## config.mk

```make
export PLATFORM = sky130hd
export DESIGN_NAME = csync_tx
export DESIGN_NICKNAME = d
export VERILOG_FILES = /design/src/rtl/csync_tx_pkg.sv /design/src/rtl/csync_tx_regs.sv /design/src/rtl/csync_tx_clkgen.sv /design/src/rtl/csync_tx_shifter.sv /design/src/rtl/csync_tx.sv
export SDC_FILE = /design/constraint.sdc
export NUM_CORES = 1
export LEC_CHECK = 0
export ABC_CLOCK_PERIOD_IN_PS = 3100
export BUFFER_PORTS_ARGS = -buffer_cell sky130_fd_sc_hd__clkbuf_2
export CAP_MARGIN = 20
export CORE_ASPECT_RATIO = 0.6
export CORE_MARGIN = 2
export CORE_UTILIZATION = 35
export DETAILED_ROUTE_END_ITERATION = 8
export PLACE_DENSITY_LB_ADDON = 0.05
export SETUP_SLACK_MARGIN = 0.3
export SLEW_MARGIN = 20
export SYNTH_ARGS = -nofsm -noshare
export SYNTH_HDL_FRONTEND = slang
export SYNTH_SLANG_ARGS = --single-unit
```

## constraint.sdc

```tcl
create_clock -name clk_i -period 3.1 [get_ports clk_i]
set_clock_uncertainty 0.05 [all_clocks]
set_input_delay 0.775 -clock clk_i [delete_from_list [all_inputs] [get_ports clk_i]]
set_output_delay 0.775 -clock clk_i [all_outputs]
set_load 0.01 [all_outputs]
```

## src/rtl/csync_tx_pkg.sv

```systemverilog
package csync_tx_pkg;
  localparam logic [1:0] ADDR_DATA = 2'd0;
  localparam logic [1:0] ADDR_STAT = 2'd1;
  localparam logic [1:0] ADDR_CTRL = 2'd2;
  localparam logic [1:0] ADDR_DIV  = 2'd3;

  typedef struct packed {
    logic ext_clk;
    logic end_ie;
    logic empty_ie;
  } ctrl_t;

  typedef enum logic [1:0] {
    ST_IDLE      = 2'd0,
    ST_WAIT_FALL = 2'd1,
    ST_WAIT_RISE = 2'd2
  } shift_state_e;
endpackage

```

## src/rtl/csync_tx_regs.sv

```systemverilog
module csync_tx_regs
  import csync_tx_pkg::*;
#(
  parameter int unsigned DATA_W = 8,
  parameter int unsigned DIV_W  = 8
) (
  input  logic              clk_i,
  input  logic              rst_ni,
  input  logic              wr_en_i,
  input  logic [1:0]        addr_i,
  input  logic [DATA_W-1:0] wdata_i,
  output logic [DATA_W-1:0] rdata_o,
  input  logic              load_i,
  input  logic              end_set_i,
  output logic [DATA_W-1:0] tdata_o,
  output logic              empty_o,
  output logic              tend_o,
  output ctrl_t             ctrl_o,
  output logic [DIV_W-1:0]  div_o
);
  localparam int unsigned CTRL_W = $bits(ctrl_t);

  logic [DATA_W-1:0] data_q;
  logic              empty_q, tend_q;
  ctrl_t             ctrl_q;
  logic [DIV_W-1:0]  div_q;
  logic              wr_stat_clr;

  assign wr_stat_clr = wr_en_i && (addr_i == ADDR_STAT) && !wdata_i[0];

  always_ff @(posedge clk_i or negedge rst_ni) begin
    if (!rst_ni) begin
      data_q  <= '0;
      empty_q <= 1'b1;
      tend_q  <= 1'b1;
      ctrl_q  <= '0;
      div_q   <= '0;
    end else begin
      if (wr_en_i && addr_i == ADDR_DATA) data_q <= wdata_i;
      if (wr_en_i && addr_i == ADDR_CTRL) ctrl_q <= ctrl_t'(wdata_i[CTRL_W-1:0]);
      if (wr_en_i && addr_i == ADDR_DIV)  div_q  <= wdata_i[DIV_W-1:0];
      // a load always re-arms empty
      if (load_i)           empty_q <= 1'b1;
      else if (wr_stat_clr) empty_q <= 1'b0;
      // a software clear wins over a coincident end event
      if (wr_stat_clr)      tend_q <= 1'b0;
      else if (end_set_i)   tend_q <= 1'b1;
    end
  end

  always_comb begin
    rdata_o = '0;
    unique case (addr_i)
      ADDR_DATA: rdata_o = data_q;
      ADDR_STAT: rdata_o = DATA_W'({tend_q, empty_q});
      ADDR_CTRL: rdata_o = DATA_W'(ctrl_q);
      default:   rdata_o = DATA_W'(div_q);
    endcase
  end

  assign tdata_o = data_q;
  assign empty_o = empty_q;
  assign tend_o  = tend_q;
  assign ctrl_o  = ctrl_q;
  assign div_o   = div_q;

  assert_empty_after_load_R2: assert property (@(posedge clk_i) disable iff (!rst_ni)
    load_i |=> empty_q);

  assert_end_only_when_empty_R6: assert property (@(posedge clk_i) disable iff (!rst_ni)
    $rose(tend_q) |-> empty_q);
endmodule

```

## src/rtl/csync_tx_clkgen.sv

```systemverilog
module csync_tx_clkgen #(
  parameter int unsigned DIV_W  = 8,
  parameter int unsigned SYNC_N = 2
) (
  input  logic             clk_i,
  input  logic             rst_ni,
  input  logic             run_i,
  input  logic             ext_mode_i,
  input  logic [DIV_W-1:0] div_i,
  input  logic             ext_sck_i,
  output logic             fall_stb_o,
  output logic             rise_stb_o,
  output logic             sck_o
);
  logic [SYNC_N:0]  sync_q;   // [SYNC_N-1] synchronized, [SYNC_N] previous
  logic [DIV_W-1:0] cnt_q;
  logic             int_sck_q;
  logic             tick, ext_fall, ext_rise;

  always_ff @(posedge clk_i or negedge rst_ni) begin
    if (!rst_ni) sync_q <= '1;
    else         sync_q <= {sync_q[SYNC_N-1:0], ext_sck_i};
  end

  assign ext_fall = sync_q[SYNC_N] & ~sync_q[SYNC_N-1];
  assign ext_rise = ~sync_q[SYNC_N] & sync_q[SYNC_N-1];

  assign tick = run_i && !ext_mode_i && (cnt_q == div_i);

  always_ff @(posedge clk_i or negedge rst_ni) begin
    if (!rst_ni) begin
      cnt_q     <= '0;
      int_sck_q <= 1'b1;
    end else if (!run_i || ext_mode_i) begin
      cnt_q     <= '0;
      int_sck_q <= 1'b1;
    end else if (tick) begin
      cnt_q     <= '0;
      int_sck_q <= ~int_sck_q;
    end else begin
      cnt_q <= cnt_q + 1'b1;
    end
  end

  always_comb begin
    if (ext_mode_i) begin
      fall_stb_o = run_i & ext_fall;
      rise_stb_o = run_i & ext_rise;
    end else begin
      fall_stb_o = tick & int_sck_q;
      rise_stb_o = tick & ~int_sck_q;
    end
  end

  assign sck_o = int_sck_q;

  assert_strobe_excl_R4: assert property (@(posedge clk_i) disable iff (!rst_ni)
    $onehot0({fall_stb_o, rise_stb_o}));
endmodule

```

## src/rtl/csync_tx_shifter.sv

```systemverilog
module csync_tx_shifter
  import csync_tx_pkg::*;
#(
  parameter int unsigned DATA_W = 8
) (
  input  logic              clk_i,
  input  logic              rst_ni,
  input  logic              empty_i,
  input  logic [DATA_W-1:0] tdata_i,
  input  logic              fall_stb_i,
  input  logic              rise_stb_i,
  output logic              load_o,
  output logic              end_set_o,
  output logic              busy_o,
  output logic              txd_o
);
  localparam int unsigned BIT_W = (DATA_W > 1) ? $clog2(DATA_W) : 1;
  localparam logic [BIT_W-1:0] LAST_BIT = BIT_W'(DATA_W - 1);

  shift_state_e      state_q;
  logic [DATA_W-1:0] sr_q;
  logic [BIT_W-1:0]  bit_q;
  logic              txd_q;
  logic              last_rise;

  assign last_rise = (state_q == ST_WAIT_RISE) && rise_stb_i && (bit_q == LAST_BIT);
  assign load_o    = !empty_i && ((state_q == ST_IDLE) || last_rise);
  assign end_set_o = empty_i && last_rise;

  always_ff @(posedge clk_i or negedge rst_ni) begin
    if (!rst_ni) begin
      state_q <= ST_IDLE;
      sr_q    <= '0;
      bit_q   <= '0;
      txd_q   <= 1'b1;
    end else begin
      unique case (state_q)
        ST_IDLE: if (!empty_i) begin
          sr_q    <= tdata_i;
          bit_q   <= '0;
          state_q <= ST_WAIT_FALL;
        end
        ST_WAIT_FALL: if (fall_stb_i) begin
          txd_q   <= sr_q[0];
          state_q <= ST_WAIT_RISE;
        end
        ST_WAIT_RISE: if (rise_stb_i) begin
          if (bit_q == LAST_BIT) begin
            if (!empty_i) begin  // chain next frame
              sr_q    <= tdata_i;
              bit_q   <= '0;
              state_q <= ST_WAIT_FALL;
            end else begin
              state_q <= ST_IDLE;
            end
          end else begin
            sr_q    <= sr_q >> 1;
            bit_q   <= bit_q + 1'b1;
            state_q <= ST_WAIT_FALL;
          end
        end
        default: state_q <= ST_IDLE;
      endcase
    end
  end

  assign busy_o = (state_q != ST_IDLE);
  assign txd_o  = txd_q;

  assert_txd_moves_on_fall_R3: assert property (@(posedge clk_i) disable iff (!rst_ni)
    !(fall_stb_i && state_q == ST_WAIT_FALL) |=> $stable(txd_q));
endmodule

```

## src/rtl/csync_tx.sv

```systemverilog
module csync_tx
  import csync_tx_pkg::*;
#(
  parameter int unsigned DATA_W = 8,
  parameter int unsigned DIV_W  = 8,
  parameter int unsigned SYNC_N = 2
) (
  input  logic              clk_i,
  input  logic              rst_ni,
  input  logic              wr_en_i,
  input  logic [1:0]        addr_i,
  input  logic [DATA_W-1:0] wdata_i,
  output logic [DATA_W-1:0] rdata_o,
  input  logic              ext_sck_i,
  output logic              sck_o,
  output logic              txd_o,
  output logic              txi_o,
  output logic              tei_o
);
  logic [DATA_W-1:0] tdata;
  logic              empty, tend, load, end_set, busy, fall_stb, rise_stb;
  ctrl_t             ctrl;
  logic [DIV_W-1:0]  div;

  csync_tx_regs #(.DATA_W(DATA_W), .DIV_W(DIV_W)) u_regs (
    .clk_i, .rst_ni, .wr_en_i, .addr_i, .wdata_i, .rdata_o,
    .load_i(load), .end_set_i(end_set), .tdata_o(tdata),
    .empty_o(empty), .tend_o(tend), .ctrl_o(ctrl), .div_o(div)
  );

  csync_tx_clkgen #(.DIV_W(DIV_W), .SYNC_N(SYNC_N)) u_clkgen (
    .clk_i, .rst_ni, .run_i(busy), .ext_mode_i(ctrl.ext_clk), .div_i(div),
    .ext_sck_i, .fall_stb_o(fall_stb), .rise_stb_o(rise_stb), .sck_o
  );

  csync_tx_shifter #(.DATA_W(DATA_W)) u_shifter (
    .clk_i, .rst_ni, .empty_i(empty), .tdata_i(tdata),
    .fall_stb_i(fall_stb), .rise_stb_i(rise_stb),
    .load_o(load), .end_set_o(end_set), .busy_o(busy), .txd_o
  );

  assign txi_o = empty & ctrl.empty_ie;
  assign tei_o = tend & ctrl.end_ie;

  assert_idle_sck_high_R6: assert property (@(posedge clk_i) disable iff (!rst_ni)
    !busy |-> sck_o);

  assert_ext_sck_high_R8: assert property (@(posedge clk_i) disable iff (!rst_ni)
    ctrl.ext_clk |=> sck_o);
endmodule

```

-- Word level (Yosys, flattened, before mapping)
Index checks and enable logic that the tools add are counted.
- $add $sub $neg: 2
- equal/unequal tests: 10
- multiplexer cells: 25
- bitwise gates (word level): 11
- reductions and logical operators: 27
- operators by type and width (cell ; number):
    8-bit 2-to-1 mux ; 5
    8-bit one-hot mux with 3 select lines ; 1
    8-bit one-hot mux with 2 select lines ; 1
    1-bit logical AND ; 11
    1-bit 2-to-1 mux ; 10
    2-bit nonzero test ; 5
    3-bit 2-to-1 mux ; 3
    8-bit by 1-bit adder with 8-bit output (second input constant) ; 1
    1-bit bitwise AND ; 8
    8-bit == test ; 1
    2-bit == test (second input constant) ; 3
    2-bit 2-to-1 mux ; 3
    2-bit one-hot mux with 3 select lines ; 1
    3-bit one-hot mux with 2 select lines ; 1
    2-bit by 1-bit == test with 1-bit output (second input constant) ; 2
    1-bit zero test ; 4
    2-bit zero test ; 2
    2-bit inequality test (second input constant) ; 2
    2-bit AND reduction ; 2
    3-bit by 1-bit adder with 3-bit output (second input constant) ; 1
    3-bit == test (second input constant) ; 1
    1-bit NOT ; 3
    3-bit AND reduction ; 1
    1-bit logical OR ; 2
    2-bit by 1-bit inequality test with 1-bit output (second input constant) ; 1
- register bits after elaboration: 47
- output and inout bits: 12
- word-level logic and storage cells: 89

-- Longest topological paths before layout
Gate-level depths: netlist (run 1).
- depth after elaboration: 10
- mapped depth: 7

-- Modules after synthesis
From an unflattened synthesis (run 1), not the netlist that was laid out.
- cell total of the unflattened synthesis: 174
- area total of the unflattened synthesis: 2321.0 sq um
- modules (own cells, without submodules) (module ; times used ; cells each ; area an instance (sq um) ; sequential area each (sq um)):
    csync_tx_regs ; 1 ; 59 ; 933.4 ; 528.0
    csync_tx_shifter ; 1 ; 56 ; 738.2 ; 351.6
    csync_tx_clkgen ; 1 ; 57 ; 636.9 ; 305.3
    csync_tx ; 1 ; 2 ; 12.5 ; 0.0

-- Worst setup path before layout (run 1)
OpenSTA, ideal clock, no wires.
- path kind: input to output
- start point: input port addr_i[1]
- end point: output port rdata_o[3]
- arrival time: 1581 ps
- data required time: 2275 ps
- path slack: 694 ps
- stages on the path: 4
- buffers on the path: 2
- cell sequence: clkbuf_1 > and2_1 > clkbuf_1 > a22o_1
- longest elaborated chain between the ends: 2
- elaborated cells between the ends (all ways): 4
- ends and longest elaborated chain (element ; line ; source):
    start, declared ; csync_tx.sv:11 ; input logic [1:0] addr_i,
    2-bit == test, or another cell as far along ; csync_tx_regs.sv:53 ; unique case (addr_i)
    8-bit one-hot mux with 3 select lines * ; csync_tx_regs.sv:53 ;
    end, declared ; csync_tx.sv:13 ; output logic [DATA_W-1:0] rdata_o,
Mark *: on every way between the ends. The rest lies on a longest branch, timed or not.

-- Worst setup path in the final report (run 1)
- start point: input port addr_i[1]
- end point: output port rdata_o[2]
Same word-level chain as after synthesis.

==> results of run 1 <==
==> state kept, by name, indices dropped and copies added (netlist names) <==
signal	cells
u_regs.tdata_o	8
u_regs.tend_o	1
u_shifter.txd_o	1
u_clkgen.sync_q	3
u_regs.empty_o	1
u_clkgen.sck_o	1
u_shifter.bit_q	3
u_clkgen.cnt_q	8
u_shifter.sr_q	8
u_shifter.state_q	2
u_regs.ctrl_o	3
u_regs.div_o	8
==> routing by layer <==
metal	vias up	global-route usage, %	part of all wire, %
met5	-	0	0
li1	724	-	-
met1	732	23.64	56
met2	21	21.76	41
met3	4	3.645	3.2
met4	0	3.896	0.64
==> power breakdown <==
| group | internal [uW] | switching (uW) | total, uW |
|---|---|---|---|
| registers | 757 | 134 | 891 |
| logic | 213 | 248 | 461 |
| clock network | 261 | 210 | 471 |
==> cells in the final DEF (no fill, tap or decap), drive strengths merged, types with 2 or more instances in the layout <==
cell,Yosys,final
clkbuf,6,31
and2,4,4
inv,4,4
and3,3,3
nor3b,7,7
buf,1,2
a22o,7,7
a21oi,9,9
mux2,21,21
dfstp,7,7
nor2,12,12
dfrtp,40,40
nor4,3,3
nand2,10,10
o2bb2ai,9,9
xor2,14,14
mux4,2,2
nand3,5,5
o21ai,3,3
nand3b,2,2
ha,3,3
nor3,2,2
==> through the flow <==
stage / hold slack, ns / instances / worst slack [ns] / power [uW] / util, %
floorplan: 0.2952 / 185 / 0.6938 / 1210 / -
global placement: 0.2990 / 289 / 0.6369 / 1354 / 39.99
detailed placement: 0.2994 / 289 / 0.5878 / 1368 / 39.99
CTS: 0.2872 / 297 / 0.5824 / 1839 / 41.91
global route: 0.2993 / 297 / 0.4963 / 1936 / 41.91
finish: 0.2857 / 297 / 0.5873 / 1823 / 41.91
==> synthesized netlist by cell type (2+ instances only) <==
cell / n / area share (%)
dfrtp_1: 40 / 45
mux2_2: 20 / 10
xor2_1: 14 / 5.5
nor2_1: 12 / 2.0
nand2_1: 10 / 1.7
a21oi_1: 9 / 2.0
o2bb2ai_1: 9 / 3.5
a22o_1: 7 / 2.7
dfstp_2: 7 / 8.2
nor3b_1: 7 / 2.3
clkbuf_1: 6 / 1.0
nand3_1: 5 / 1.1
and2_1: 4 / 1.1
inv_1: 4 / 0.67
and3_1: 3 / 0.84
ha_1: 3 / 1.7
o21ai_1: 3 / 0.67
mux4_2: 2 / 2.0
nand3b_1: 2 / 0.67
nor3_1: 2 / 0.45
nor4_4: 2 / 1.9
==> cells by family (layout without fill, tap and decap cells) <==
kind of cell	Yosys count	after routing	share of synthesized area, %
and+or+nand+nor	51	51	13.37
DFF	47	47	52.96
AOI/OAI and AO/OA	34	34	11.19
muxes	24	24	13.03
xor gates and xnor gates	15	15	5.873
buffers and inverters	11	39	1.901
adders and majority gates	3	3	1.678
==> worst paths after layout <==
path | startpoint | slack [ns] | to
worst min-delay path | rst_ni | 0.29 | u_regs.ctrl_o[2]
min in group clk_i | u_clkgen.sync_q[0] | 0.31 | u_clkgen.sync_q[1]
max in group asynchronous | rst_ni | 2.07 | u_regs.tend_o
worst max register to register | u_clkgen.cnt_q[5] | 0.86 | u_shifter.bit_q[0]
worst min register to register | u_clkgen.sync_q[0] | 0.31 | u_clkgen.sync_q[1]
worst max-delay path | addr_i[1] | 0.59 | rdata_o[2]
==> cell type report <==
type                    instances  area, sq um
inverters                       4        15.01
clock buffers                   6        82.58
clock inverters                 2        35.03
fillers                       593         3566
flip-flops and latches         47         1185
well taps                      84        105.1
repair buffers                 27        140.1
multi-input cells             127         1010
==> impl_metrics.py, run 1 <==
metrics = {
    "clocking": {
        "numCtsBuffers": 5,
        "cts_setup_buffers": 0,
        "clk_latency_ns": 0.30,
        "cts.repair.resized": 0,
        "ctsHoldBuffers": 0,
        "cts_max_level": 2,
        "cts_buffer_depth": 2,
        "clk_pin_slew_ns": 0.09,
        "cts_tree": "yes",
        "clock_sinks": 47,
        "cts_root_buffer": "clkbuf_8",
    },
    "logic_synthesis": {
        "ys_seq_elements": 47,
        "yosysWarnings": 0,
        "synth_ff_type": "dfrtp_1",
        "synth_cell_types": 35,
        "syn_nets": 202,
        "postSynth.asyncResetShare_pct": 100.0,
        "syn_area_sq_um": 2237,
        "synth_edf_count": 0,
        "synth-seq-area-share_pct": 52.96,
        "synth_cells": 185,
        "avgSynthCellArea_sq_um": 12.09,
    },
    "setup_path": {
        "crit_required_ns": 2.27,
        "path_delay_family": "simple AND/OR/NAND/NOR gates",
        "arrival_ns": 1.69,
        "worstPathMaxFanout": 8,
        "crit_top_cell": "clkbuf_2",
        "critPathMaxStageDelay_ns": 0.35,
        "cp_cell_sequence": "clkbuf_2 -> and2_1 -> nand2_1 -> o21ai_1 -> clkbuf_2",
        "cpMaxStageDelayCell": "and2_1",
        "cp.depth": 5,
        "cp-end-kind": "output port",
        "startpoint_type": "input port",
        "worstSetupPathType": "in -> out",
        "worst-path-buf-inv": 2,
        "r2r_cells": 5,
    },
    "timing": {
        "setup_viol": 0,
        "worst_pin_slew_ns": 0.8137,
        "fmax_mhz": 398.0,
        "tns_ns": 0,
        "relSlewSlack_pct": 45.55,
        "hold_viol": 0,
        "finalCritPeriodShare_pct": 81.05,
        "rsz0062_at_grt": "false",
        "post-route-min-period_ns": 2.513,
        "slew_viol_final": 0,
    },
    "floorplanning": {
        "die_h_um": 65.93,
        "core_sq_um": 6138,
        "die_area_sq_um": 7069,
        "boundaryPins": 26,
        "rows": 22,
        "die-width_um": 107.2,
        "initial_core_util_pct": 36.45,
    },
    "placement": {
        "place.port_buffers": 25,
        "gp_congestion": 0.7900,
        "placed_area_sq_um": 2455,
        "hpwl_um": 3840,
    },
    "grt": {
        "grt_pass1_wl_um": 8142,
        "antenna_found_initial": 0,
        "grt_pass1_vias": 1541,
        "grt.overflow.total": 0,
        "grt_usage_pct": 15.46,
        "grt_max_degree": 23,
    },
    "drt": {
        "dr.pass1.iters": 4,
        "vias_per_cell": 4.987,
        "route.vias.total": 1481,
        "drc_errors": 0,
        "routed_wl_um": 5024,
        "antenna_left": 0,
        "drt-initial-drc-count": 65,
        "post_drt_wl_per_cell_um": 16.92,
    },
    "cells_and_area": {
        "num_antenna_cells": 0,
        "nets": 229,
        "design_area_sq_um": 2572,
        "drive_gt1_share_pct": 30.99,
        "syn_to_final_growth_pct": 14.99,
    },
    "run_status": {
        "status": "completed",
    },
    "hold_path": {
        "hold_class": "in -> async",
    },
    "power_and_ir_drop": {
        "ir_drop_uv": 212.6,
        "power.leakage_uw": 0.001139,
        "power.density_nw_per_um2": 708.7,
    },
    "job": {
        "drv_cap": 0,
    },
}
No activity file was read; power rests on OpenSTA's default activity.
==> inputs of run 2 (changes only) <==
- ABC_CLOCK_PERIOD_IN_PS: 3100 -> 2450
- clock period: 3.1 -> 2.45 ns (I/O delays scaled with it)
==> impl_metrics.py, run 2 (synthesis gave the netlist of run 1 again) <==
metrics = {
    "clocking": {
        "cts_max_level": 2,
        "clk_latency_ns": 0.29,
        "numCtsBuffers": 5,
        "clock_sinks": 47,
        "clk_pin_slew_ns": 0.08,
        "ctsHoldBuffers": 0,
        "cts_tree": "yes",
        "cts_buffer_depth": 2,
        "cts_root_buffer": "clkbuf_8",
    },
    "floorplanning": {
        "initial_core_util_pct": 36.45,
        "die-width_um": 107.2,
        "boundaryPins": 26,
        "core_sq_um": 6138,
        "die_area_sq_um": 7069,
        "rows": 22,
        "die_h_um": 65.93,
    },
    "timing": {
        "relSlewSlack_pct": 60.03,
        "worst_pin_slew_ns": 0.5996,
        "post-route-min-period_ns": 2.126,
        "finalCritPeriodShare_pct": 86.79,
        "hold_viol": 0,
        "tns_ns": 0,
        "fmax_mhz": 470.3,
        "slew_viol_final": 0,
        "rsz0062_at_grt": "true",
        "setup_viol": 0,
    },
    "drt": {
        "antenna_left": 0,
        "post_drt_wl_per_cell_um": 16.90,
        "vias_per_cell": 5.299,
        "route.vias.total": 1579,
        "dr.pass1.iters": 4,
        "routed_wl_um": 5036,
        "drc_errors": 0,
        "drt-initial-drc-count": 44,
    },
    "power_and_ir_drop": {
        "power.density_nw_per_um2": 855.2,
        "ir_drop_uv": 262.0,
        "power.leakage_uw": 0.001139,
        "power_uw": 2202,
    },
    "grt": {
        "grt_pass1_vias": 1579,
        "grt_usage_pct": 15.68,
        "grt.overflow.total": 0,
        "grt_max_degree": 27,
        "antenna_found_initial": 0,
        "grt_pass1_wl_um": 8280,
    },
    "setup_path": {
        "worstPathMaxFanout": 7,
        "startpoint_type": "input port",
        "r2r_cells": 6,
        "worstSetupPathType": "in -> out",
        "crit_required_ns": 1.79,
        "arrival_ns": 1.46,
        "cp-end-kind": "output port",
    },
    "placement": {
        "gp_congestion": 0.8434,
        "hpwl_um": 3867,
        "place.port_buffers": 25,
    },
    "hold_path": {
        "hold_class": "in -> async",
    },
    "cells_and_area": {
        "drive_gt1_share_pct": 32.24,
        "final_cell_mix": "dfrtp_1, clkbuf_2, mux2_2",
        "syn_to_final_growth_pct": 15.10,
        "final_common_cell": "dfrtp_1",
        "num_antenna_cells": 0,
        "nets": 230,
    },
    "run_status": {
        "status": "completed",
    },
    "job": {
        "drv_cap": 0,
    },
}
## run 2: cell types whose count changed in the layout (fill, tap and decap cells not counted)
cell / delta
a211o_1: -1
a211o_2: +1
and2_1: -1
and2_4: +1
buf_12: +1
bufinv_16: -1
clkbuf_1: +1
clkbuf_2: -1
clkbuf_4: +1
nor2_1: -1
nor2_2: +1
## run 2: report_power, final
part	leakage [uW]	total [uW]	internal [uW]	switching [uW]
Sequential	0.000577	1130	957	171
Clock	0.0000482	479	228	251
Combinational	0.000514	595	281	314
## run 2: layer usage
metal / global-route usage (%) / part of all wire (%) / wire, um / up-vias
li1: - / - / - / 726
met1: 23.32 / 51 / 2566 / 810
met2: 22.63 / 42 / 2133 / 41
met3: 4.729 / 6.5 / 327 / 2
met4: 2.922 / 0.18 / 9 / 0
met5: 0 / 0 / 0 / -
## run 2: cell type report
cell class / instances / area [sq um]
sequential: 47 / 1185
clock inverter: 1 / 5.005
timing repair buffer: 28 / 162.7
tap: 84 / 105.1
clock buffer: 7 / 86.33
multi-input combinational: 127 / 1016
inverter: 4 / 15.01
fill: 597 / 3563
## run 2: critical path, stage by stage
cell      delay [ns]
clkbuf_4        0.16
mux4_2          0.54
clkbuf_2        0.15
## run 2: what timing repair did
| item | 4_1_cts | 5_1_grt |
|---|---|---|
| gates resized for setup | 2 | 4 |
| pin swaps | 0 | 1 |
| endpoints found under the setup margin | 2 | 8 |
| setup buffers | 0 | 1 |
## run 2: stage by stage
stage	cells	utilization, %	hold WS [ns]	cell area (sq um)	setup slack [ns]
6_report	298	41.95	0.2596	2575	0.3237
5_1_grt	298	41.95	0.3057	2575	0.2990
4_1_cts	297	41.72	0.2727	2561	0.3019
3_5_place_dp	289	40.20	0.2968	2467	0.2848
3_3_place_gp	289	40.20	0.2996	2467	0.3164
2_1_floorplan	185	-	0.2669	2237	0.3688
## run 2: final timing paths
check                              startpoint                  to  slack (ns)
setup / recovery                    addr_i[0]          rdata_o[1]        0.32
hold / removal                         rst_ni   u_clkgen.cnt_q[0]        0.26
setup reg to reg            u_clkgen.cnt_q[6]     u_shifter.txd_o        0.38
hold reg to reg            u_clkgen.sync_q[0]  u_clkgen.sync_q[1]        0.31
max in group asynchronous              rst_ni     u_shifter.txd_o        1.47
min in group clk_i         u_clkgen.sync_q[0]  u_clkgen.sync_q[1]        0.31
==> inputs of run 3 (changes only) <==
- BUFFER_PORTS_ARGS: -buffer_cell sky130_fd_sc_hd__clkbuf_2 -> -buffer_cell sky130_fd_sc_hd__buf_2
- REMOVE_ABC_BUFFERS: not set -> 1
==> impl_metrics.py, run 3 (synthesis gave the netlist of run 1 again) <==
metrics = {
    "timing": {
        "finalCritPeriodShare_pct": 85.67,
        "tns_ns": 0,
        "worst_slack_ns": 0.3510,
        "worst_pin_slew_ns": 0.6047,
        "hold_viol": 0,
        "slew_viol_final": 0,
        "fmax_mhz": 476.4,
        "rsz0062_at_grt": "true",
        "post-route-min-period_ns": 2.099,
        "relSlewSlack_pct": 59.69,
        "setup_viol": 0,
    },
    "floorplanning": {
        "initial_core_util_pct": 36.45,
        "die-width_um": 107.2,
        "rows": 22,
        "core_sq_um": 6138,
        "boundaryPins": 26,
        "die_area_sq_um": 7069,
        "die_h_um": 65.93,
    },
    "run_status": {
        "status": "completed",
    },
    "placement": {
        "gp_congestion": 0.8494,
        "place_ws_ns": 0.3151,
        "placed_area_sq_um": 2470,
        "place.port_buffers": 25,
        "hpwl_um": 3774,
    },
    "setup_path": {
        "cpMaxStageDelayCell": "mux4_2",
        "critPathMaxStageDelay_ns": 0.51,
        "r2r-start": "u_clkgen.cnt_q[2]",
        "worstSetupPathType": "in -> out",
        "cp.depth": 3,
        "crit_start": "addr_i[0]",
        "arrival_ns": 1.44,
        "worst-path-buf-inv": 2,
        "path_delay_family": "multiplexers",
        "r2r_cells": 5,
        "cp-end-kind": "output port",
        "worstPathMaxFanout": 7,
        "startpoint_type": "input port",
        "cp_cell_sequence": "clkbuf_4 -> mux4_2 -> buf_2",
        "crit_required_ns": 1.79,
    },
    "hold_path": {
        "hold_class": "reg -> reg",
        "hold_depth": 0,
        "hold_start": "u_clkgen.sync_q[0]",
    },
    "clocking": {
        "clk_latency_ns": 0.30,
        "cts.repair.resized": 0,
        "ctsHoldBuffers": 0,
        "cts_setup_buffers": 0,
        "cts_max_level": 2,
        "cts_buffer_depth": 2,
        "numCtsBuffers": 5,
        "cts_tree": "yes",
        "cts_root_buffer": "clkbuf_8",
        "clk_pin_slew_ns": 0.09,
        "clock_sinks": 47,
    },
    "drt": {
        "vias_per_cell": 5.161,
        "drc_errors": 0,
        "route.vias.total": 1543,
        "drt-initial-drc-count": 65,
        "dr.pass1.iters": 4,
        "post_drt_wl_per_cell_um": 17.04,
        "antenna_left": 0,
        "routed_wl_um": 5094,
    },
    "cells_and_area": {
        "num_antenna_cells": 0,
        "drive_gt1_share_pct": 32.56,
        "design_area_sq_um": 2581,
        "nets": 231,
        "syn_to_final_growth_pct": 15.38,
        "final_cell_mix": "dfrtp_1, buf_2, mux2_2",
        "final_common_cell": "dfrtp_1",
    },
    "grt": {
        "grt_pass1_wl_um": 8487,
        "grt_pass1_vias": 1534,
        "grt_usage_pct": 16.01,
        "antenna_found_initial": 0,
        "grt.overflow.total": 0,
        "grt_max_degree": 48,
    },
    "power_and_ir_drop": {
        "power.leakage_uw": 0.001142,
        "ir_drop_uv": 301.0,
        "power.density_nw_per_um2": 866.2,
    },
    "job": {
        "drv_cap": 0,
    },
}
run 3: path summary, 6_finish.rpt:
path | slack [ns] | endpoint
max reg2reg | 0.38 | u_shifter.bit_q[0]
max | 0.35 | rdata_o[0]
min in group asynchronous | 0.33 | u_regs.div_o[1]
min | 0.31 | u_clkgen.sync_q[1]
max in group asynchronous | 1.59 | u_clkgen.cnt_q[6]
min reg2reg | 0.31 | u_clkgen.sync_q[1]
run 3: area by class of cell:
type | instances | area [sq um]
Fill cell | 588 | 3557
Sequential cell | 47 | 1185
Multi-Input combinational cell | 127 | 1018
Timing Repair Buffer | 29 | 157.7
Tap cell | 84 | 105.1
Clock buffer | 8 | 100.1
Inverter | 4 | 15.01
run 3: power by group:
part           total, uW  internal [uW]  switching, uW  leakage (uW)
clock network        517            258            259     0.0000515
logic                593            279            314      0.000513
registers           1130            957            169      0.000577
run 3: per-layer routing:
layer	vias to the layer above	track usage (%)	part of all wire (%)
met5	-	0	0
met4	0	3.409	0.75
met3	5	3.350	3.3
met1	786	25.31	56
li1	726	-	-
met2	26	22.07	40
run 3: per-stage QoR:
| stage | util, % | power [uW] | hold slack, ns | std cells |
|---|---|---|---|---|
| 2_1_floorplan | - | 1512 | 0.2669 | 178 |
| 5_1_grt | 42.05 | 2392 | 0.3190 | 299 |
| 4_1_cts | 41.87 | 2253 | 0.3121 | 299 |
| 6_report | 42.05 | 2236 | 0.3120 | 299 |
| 3_3_place_gp | 40.24 | 1721 | 0.2980 | 291 |
| 3_5_place_dp | 40.24 | 1733 | 0.2991 | 291 |
run 3: worst reg2reg max path, cell delays in order, from the launching register on:
cell and delay [ns]:
dfrtp_1 0.46, xor2_1 0.20, nor4_4 0.35, a311oi_1 0.17
a211o_2 0.44, mux2_2 0.29
